`src/rtl/gpio_sense_irq.sv`:
```
module gpio_sense_irq #(
  parameter int NPIN = 8,
  parameter int ASYNC_PIN = 2
) (
  input  logic              clk,
  input  logic              rst_n,
  input  logic [NPIN-1:0]   pin_i,
  input  logic [3*NPIN-1:0] sense_mode_i,
  input  logic [NPIN-1:0]   invert_i,
  input  logic [NPIN-1:0]   mask0_i,
  input  logic [NPIN-1:0]   mask1_i,
  input  logic [1:0]        prio0_i,
  input  logic [1:0]        prio1_i,
  input  logic [1:0]        flag_clr_i,
  output logic [NPIN-1:0]   pin_state_o,
  output logic [NPIN-1:0]   event_o,
  output logic [1:0]        flag_o,
  output logic [1:0]        irq_o,
  output logic [1:0]        irq0_prio_o,
  output logic [1:0]        irq1_prio_o,
  output logic              wake_o
);

  localparam logic [2:0] M_BOTH = 3'd0;
  localparam logic [2:0] M_RISE = 3'd1;
  localparam logic [2:0] M_FALL = 3'd2;
  localparam logic [2:0] M_LOW  = 3'd3;

  logic [NPIN-1:0] raw, gated, sync1, sync2, prev;
  logic [NPIN-1:0] hit, wake_hit, on, wake_ok;

  assign raw = pin_i ^ invert_i;

  genvar gi;
  generate
    for (gi = 0; gi < NPIN; gi++) begin : g_pin
      logic [2:0] md;
      assign md = sense_mode_i[3*gi +: 3];
      assign on[gi] = (md <= M_LOW);
      assign gated[gi] = on[gi] & raw[gi];

      always_comb begin
        hit[gi] = 1'b0;
        wake_hit[gi] = 1'b0;
        case (md)
          M_BOTH: begin
            hit[gi] = sync2[gi] ^ prev[gi];
            wake_hit[gi] = raw[gi] ^ sync2[gi];
          end
          M_RISE: begin
            hit[gi] = sync2[gi] & ~prev[gi];
            wake_hit[gi] = raw[gi] & ~sync2[gi];
          end
          M_FALL: begin
            hit[gi] = ~sync2[gi] & prev[gi];
            wake_hit[gi] = ~raw[gi] & sync2[gi];
          end
          M_LOW: begin
            hit[gi] = ~sync2[gi];
            wake_hit[gi] = ~raw[gi];
          end
          default: ;
        endcase
      end

      if (gi == ASYNC_PIN) begin : g_full
        assign wake_ok[gi] = on[gi];
      end else begin : g_lim
        assign wake_ok[gi] = (md == M_BOTH) || (md == M_LOW);
      end

      assign event_o[gi] = (md == M_LOW) ? ~raw[gi] : hit[gi];
    end
  endgenerate

  always_ff @(posedge clk or negedge rst_n) begin
    if (!rst_n) begin
      sync1 <= '0;
      sync2 <= '0;
      prev  <= '0;
    end else begin
      sync1 <= gated;
      sync2 <= sync1;
      prev  <= sync2;
    end
  end

  assign pin_state_o = sync2;

  logic [1:0] set_now, prio_on;
  assign set_now = {|(hit & mask1_i), |(hit & mask0_i)};
  assign prio_on = {prio1_i != 2'd0, prio0_i != 2'd0};

  always_ff @(posedge clk or negedge rst_n) begin
    if (!rst_n) flag_o <= '0;
    else        flag_o <= (flag_o & ~flag_clr_i) | set_now;
  end

  assign irq_o       = flag_o & prio_on;
  assign irq0_prio_o = irq_o[0] ? prio0_i : 2'd0;
  assign irq1_prio_o = irq_o[1] ? prio1_i : 2'd0;

  logic [NPIN-1:0] wake_sel;
  assign wake_sel = (mask0_i & {NPIN{prio_on[0]}}) | (mask1_i & {NPIN{prio_on[1]}});
  assign wake_o   = |(wake_hit & wake_ok & wake_sel);

endmodule

```
`config.mk`:
```
export PLATFORM = sky130hd
export DESIGN_NAME = gpio_sense_irq
export DESIGN_NICKNAME = d
export VERILOG_FILES = /design/src/rtl/gpio_sense_irq.sv
export SDC_FILE = /design/constraint.sdc
export NUM_CORES = 1
export LEC_CHECK = 0
export ABC_AREA = 1
export BUFFER_PORTS_ARGS = -buffer_cell sky130_fd_sc_hd__buf_2
export CELL_PAD_IN_SITES_DETAIL_PLACEMENT = 2
export CELL_PAD_IN_SITES_GLOBAL_PLACEMENT = 2
export CORE_MARGIN = 8
export CORE_UTILIZATION = 25
export CTS_CLUSTER_DIAMETER = 150
export DETAILED_ROUTE_END_ITERATION = 10
export PLACE_DENSITY = 0.84
export SKIP_CTS_REPAIR_TIMING = 1
export SLEW_MARGIN = 30
export SYNTH_ARGS = -nofsm -noshare
export SYNTH_HDL_FRONTEND = slang
export SYNTH_SLANG_ARGS = --single-unit
```
`constraint.sdc`:
```
create_clock -name clk -period 2.4 [get_ports clk]
set_input_delay 0.6 -clock clk [delete_from_list [all_inputs] [get_ports clk]]
set_output_delay 0.6 -clock clk [all_outputs]
set_load 0.01 [all_outputs]
```
; ---- Word level (Yosys, flattened, before mapping)
; Cells that the tools add are included.
[classes]
n_eq_ne = 24
reduce_logical = 20
n_mux = 26
order_cmp = 8
n_bitwise = 92
[op_table]
columns = cell, count
row1 = $pmux W1 S4, 16
row2 = $and A8 B8 Y8, 6
row3 = $eq A3 B2 Y1 const B, 16
row4 = $and A1 B1 Y1, 40
row5 = $eq A3 B1 Y1 const B, 8
row6 = $le A3 B2 Y1 const B, 8
row7 = $logic_not A3 Y1, 8
row8 = $not A1 Y1, 24
row9 = $reduce_or A8 Y1, 3
row10 = $xor A1 B1 Y1, 16
row11 = $mux W1, 8
row12 = $or A8 B8 Y8, 1
row13 = $xor A8 B8 Y8, 1
row14 = $logic_or A1 B1 Y1, 7
row15 = $and A2 B2 Y2, 2
row16 = $mux W2, 2
row17 = $reduce_bool A2 Y1, 2
row18 = $not A2 Y2, 1
row19 = $or A2 B2 Y2, 1
[word_totals]
register_bits = 26
wordCells = 174
out_inout_bits = 25

; ---- Depth between registers and ports, before layout
[depth]
word_depth = 7
ltp_mapped = 11
ltp_nobuf = 11

; ---- Worst setup path before layout
; OpenSTA, ideal clock, no wires.
[synth_path]
path_type = input-to-output
startpoint = input invert_i[0]
endpoint = output wake_o
t_required_ns = 1.800
stages = 10
t_arrival_ns = 1.528
slack_ns = 0.272
cell_sequence = xnor2_2 -> inv_1 -> ha_1 -> inv_1 -> nand2_1 -> o21ai_0 -> nand3_1 -> nand2_1 -> nor2_1 -> nand2_1
[synth_via]
elab_chain_len = 7
word_cells_on_any_way = 9
[synth_rtl]
columns = item, line
row1 = "start, declared", 9  ; input logic [NPIN-1:0] invert_i,
row2 = $xor A8 B8 Y8 (*), 32  ; assign raw = pin_i ^ invert_i;
row3 = $not A1 Y1, "56, 60"
row4 = $and A1 B1 Y1, 56  ; wake_hit[gi] = ~raw[gi] & sync2[gi];
row5 = $pmux W1 S4 (*), 45  ; case (md)
row6 = $and A8 B8 Y8 (*) (2 in a row), 105  ; assign wake_o = |(wake_hit & wake_ok & wake_sel);
row7 = $reduce_or A8 Y1 (*), 105
row8 = "end, declared", 21  ; output logic wake_o
; Every way passes the cells marked *; elsewhere a longest branch is shown, timed or not.

; ---- Worst setup path after layout
[layout_path]
startpoint = input invert_i[2]
endpoint = output wake_o
; The elaborated chain is that of the path after synthesis.

==> impl.org <==
** GRT
- The via count of the first global-routing pass was 2902.
- Leftover overflow at the end of global routing :: 0
- Number of antenna violations at the first check in global routing :: 0
- Total global-route track usage :: 13.1%
- Entering global routing, the biggest net connects 27 pins.
- The first global-routing pass estimated 13800 µm of wire.

** Logic synthesis
- Post-synthesis cell area :: 2240 µm²
- After synthesis, the netlist uses 21 different library cells.
- After synthesis, flip-flops and latches occupy 29.0% of the total area.
- Cell accounting for the most synthesized area :: sky130_fd_sc_hd__dfrtp_1
- When the netlist entered floorplanning its net count stood at 422.
- Averaged over all synthesized cells, the footprint is 6.74 µm².
- Cell count after synthesis :: 333
- After synthesis the netlist holds a flip-flop and latch count of 26.
- Largest cells by area after synthesis :: sky130_fd_sc_hd__dfrtp_1 29%, sky130_fd_sc_hd__nand2_1 19%, sky130_fd_sc_hd__ha_1 14%, sky130_fd_sc_hd__inv_1 9.2%, sky130_fd_sc_hd__nor2_1 5.7%
- In this run the biggest area consumer among cell types represents 29.0% of the synthesized area.
- Yosys synthesis warning count :: 0

** Layout
- For this run, the share of the core covered by cells in the final layout is 36.3%.
- The net count of the finished layout is 534.
- Fraction of layout instances using a drive strength above 1 :: 36.0%
- The number of antenna diodes in the final layout is 0.
- The finished cells cover 3170 µm².
- Reg area :: 654 µm²
- The multi-input combinational cells in the finished layout cover a total of 1460 µm².
- Compared with the post-synthesis result, the final layout area differs by 41.2%.
- After filler insertion, the fill cell instance count of the layout stands at 1086.

** Placement
- During placement, the flow inserted port buffers numbering 88.
- The wire-length estimate of the detail-placed layout is 7100 µm.
- Once placement finished, the instance area stood at 2880 µm².
- Final weighted congestion in routability-driven placement :: 0.862

** STA
- Static timing analysis puts the maximum clock frequency at 0.403 GHz.
- Measured slew at the worst slew-check pin :: 0.666 ns
- Hold timing on the final database bottoms out at a slack of 0.339 ns.
- Remaining max-slew budget at the tightest pin :: 55.6%
- Across all setup checks in the final design, the least slack found is -0.0813 ns.
- Between clock sinks in the finished design, the worst skew comes to 0.00368 ns.
- Setup violations remaining at the end of the flow were counted as 1.
- Number of hold-slack violations in the final timing report :: 0
- Accumulated negative setup slack :: -0.0813 ns
- Setup repair after global routing missed its margin :: true
- The total count of max-transition violations in the final report is 0.
- The routed design could run at a clock period as short as 2.48 ns.
- After layout, the worst path uses 103% of the clock period.

** Floorplanning
- Total Die Area :: 12300 µm²
- Boundary pin count :: 89
- The core region is 8720 µm².
- Width of the chip :: 111 µm
- The floorplan has 34 rows.
- Initial Util :: 25.7%
- DIE HEIGHT :: 111 µm

** Power and ir drop
- Pwr/cell area :: 445 nW/µm²
- IR analysis of the VDD net gives a maximum drop of 0.210 mV.
- Power comes to 1410 µW.
- Leakage :: 0.00186 µW

** CTS
- Clock latency on the worst-skew pair, taken at its later pin, is 0.28 ns.
- In this run the number of H-tree levels came out at 1.
- Number of buffers between clock root and the deepest sink :: 2
- TritonCTS built the clock tree.
- CTS saw 26 sinks.
- In this run, CTS created clock tree buffers numbering 3.
- After clock tree synthesis, the clock-pin slew on the worst setup and hold paths is 0.10 ns.
- Clock Tree Root :: sky130_fd_sc_hd__clkbuf_8

** Worst setup path
- In this run the worst path has a maximum fanout of 3.
- Timing startpoint of the critical path :: invert_i[2]
- STA classifies the critical path endpoint as an output port.
- Critical R2R Launch :: pin_state_o[6]$_DFF_PN0_
- STA puts the critical path data arrival time at 1.88 ns.
- At the worst endpoint, the required time is 1.80 ns.
- Critical Path Source Type :: primary input
- Type of the setup path with the least slack :: primary input to output port

** Worst hold path
- Min-delay worst type :: primary input to asynchronous set/reset pin

** Route
- Vias per cell :: 4.59
- After detailed routing, the number of remaining DRC violations is 0.
- Dividing the detail-routed wire length by the instance count gives 15.7 µm.
- For this block, the via count after detailed routing is 2531.
- Router iterations before antenna repair :: 4
- For this block, the initial DRC count from the detailed router was 32.
- Final antenna-violating net count :: 0
- Wire length after detailed routing :: 8680 µm

** Flow run
- Reported max-cap violation count :: 0

** Status
- Violations in the final reports :: setup timing
- The flow ran to the end, but the final reports show violations.
area by class of cell:
type,instances,share of cell area (%)
Multi-Input combinational cell,247,46.0
Sequential cell,26,20.6
Timing Repair Buffer,108,19.7
Inverter,59,7.22
Tap cell,108,4.26
Clock buffer,3,1.30
Clock inverter,1,0.947
critical path: stages:
cell and delay (ns):
sky130_fd_sc_hd__buf_8 0.08, sky130_fd_sc_hd__clkinv_4 0.04, sky130_fd_sc_hd__nand2_2 0.06, sky130_fd_sc_hd__nand2_2 0.06
sky130_fd_sc_hd__buf_4 0.14, sky130_fd_sc_hd__ha_2 0.16, sky130_fd_sc_hd__nand4_1 0.08, sky130_fd_sc_hd__nand2_1 0.09
sky130_fd_sc_hd__o21ai_2 0.14, sky130_fd_sc_hd__nand2_1 0.08, sky130_fd_sc_hd__nor2_1 0.10, sky130_fd_sc_hd__nand2_1 0.09
sky130_fd_sc_hd__buf_2 0.15
through the flow:
stage	setup slack, ns	cells
final	-0.0813	552
after global placement	-0.0671	536
after global routing	-0.178	552
after floorplan	0.272	333
after detailed placement	-0.0824	536
after CTS	-0.138	540
cell families after synthesis:
| logic type | after synthesis | synth area share [%] |
|---|---|---|
| buf+inv | 60 | 10.1 |
| simple gates | 191 | 36.5 |
| mux | 2 | 1.00 |
| flops | 26 | 29.0 |
| compound gates | 23 | 5.18 |
| xor+xnor | 6 | 4.35 |
| fa+ha+maj | 25 | 13.9 |
cell usage in the layout (no fill, tap or decap), types with 4 or more instances in the layout:
master                    synthesis  final
sky130_fd_sc_hd__nand2_1        111    106
sky130_fd_sc_hd__buf_2            1     84
sky130_fd_sc_hd__inv_1           55     49
sky130_fd_sc_hd__nor2_1          34     33
sky130_fd_sc_hd__dfrtp_1         26     23
sky130_fd_sc_hd__ha_1            25     22
sky130_fd_sc_hd__buf_4            0     20
sky130_fd_sc_hd__nand3_1         22     18
sky130_fd_sc_hd__nand2_2          5     10
sky130_fd_sc_hd__o21ai_0         12     10
sky130_fd_sc_hd__o21ai_1          8      9
sky130_fd_sc_hd__inv_2            4      8
sky130_fd_sc_hd__nand4_1          6      6
sky130_fd_sc_hd__nand3_2          2      6
sky130_fd_sc_hd__nor2_2           4      5
sky130_fd_sc_hd__xnor2_2          6      4
synthesized netlist by cell type:
master / instances
sky130_fd_sc_hd__or2_2: 2
sky130_fd_sc_hd__buf_2: 1
sky130_fd_sc_hd__nand3b_1: 2
sky130_fd_sc_hd__o21ai_1: 8
sky130_fd_sc_hd__mux2_2: 2
sky130_fd_sc_hd__ha_1: 25
sky130_fd_sc_hd__nor2_1: 34
sky130_fd_sc_hd__nor2_2: 4
sky130_fd_sc_hd__a21oi_1: 2
sky130_fd_sc_hd__nand2_1: 111
sky130_fd_sc_hd__nand3_1: 22
sky130_fd_sc_hd__xnor2_2: 6
sky130_fd_sc_hd__o21ai_0: 12
sky130_fd_sc_hd__nand4_1: 6
sky130_fd_sc_hd__inv_1: 55
sky130_fd_sc_hd__nand2_2: 5
sky130_fd_sc_hd__nand3_2: 2
sky130_fd_sc_hd__nor3b_1: 3
sky130_fd_sc_hd__o22ai_1: 1
sky130_fd_sc_hd__dfrtp_1: 26
sky130_fd_sc_hd__inv_2: 4
layer usage:
| metal | global-route usage (%) | share of wire [%] | routed length, µm |
|---|---|---|---|
| met5 | 0 | 0 | 0 |
| met2 | 24.8 | 52 | 4540 |
| met4 | 0.901 | 0.092 | 8 |
| met3 | 3.46 | 5.2 | 451 |
| met1 | 14.7 | 42 | 3680 |
flip-flops by register name, indices dropped and copies added, names as in the netlist:
register,flops
sync1,8
pin_state_o,8
prev,8
flag_o,2
worst paths after layout:
path                                             to  depth (start not counted)  slack [ns]
min in group clk           pin_state_o[0]$_DFF_PN0_                          0        0.36
min reg2reg                pin_state_o[0]$_DFF_PN0_                          0        0.36
max                                          wake_o                         13       -0.08
max reg2reg                     flag_o[1]$_DFF_PN0_                         11        0.85
max in group asynchronous  pin_state_o[4]$_DFF_PN0_                          1        1.59
min                              sync1[7]$_DFF_PN0_                          1        0.34
power breakdown:
group	internal, µW	switching [µW]	total [µW]
clock	224	160	383
combinational	229	298	527
sequential	474	23.9	498
No activity file was read; power rests on OpenSTA's default activity.
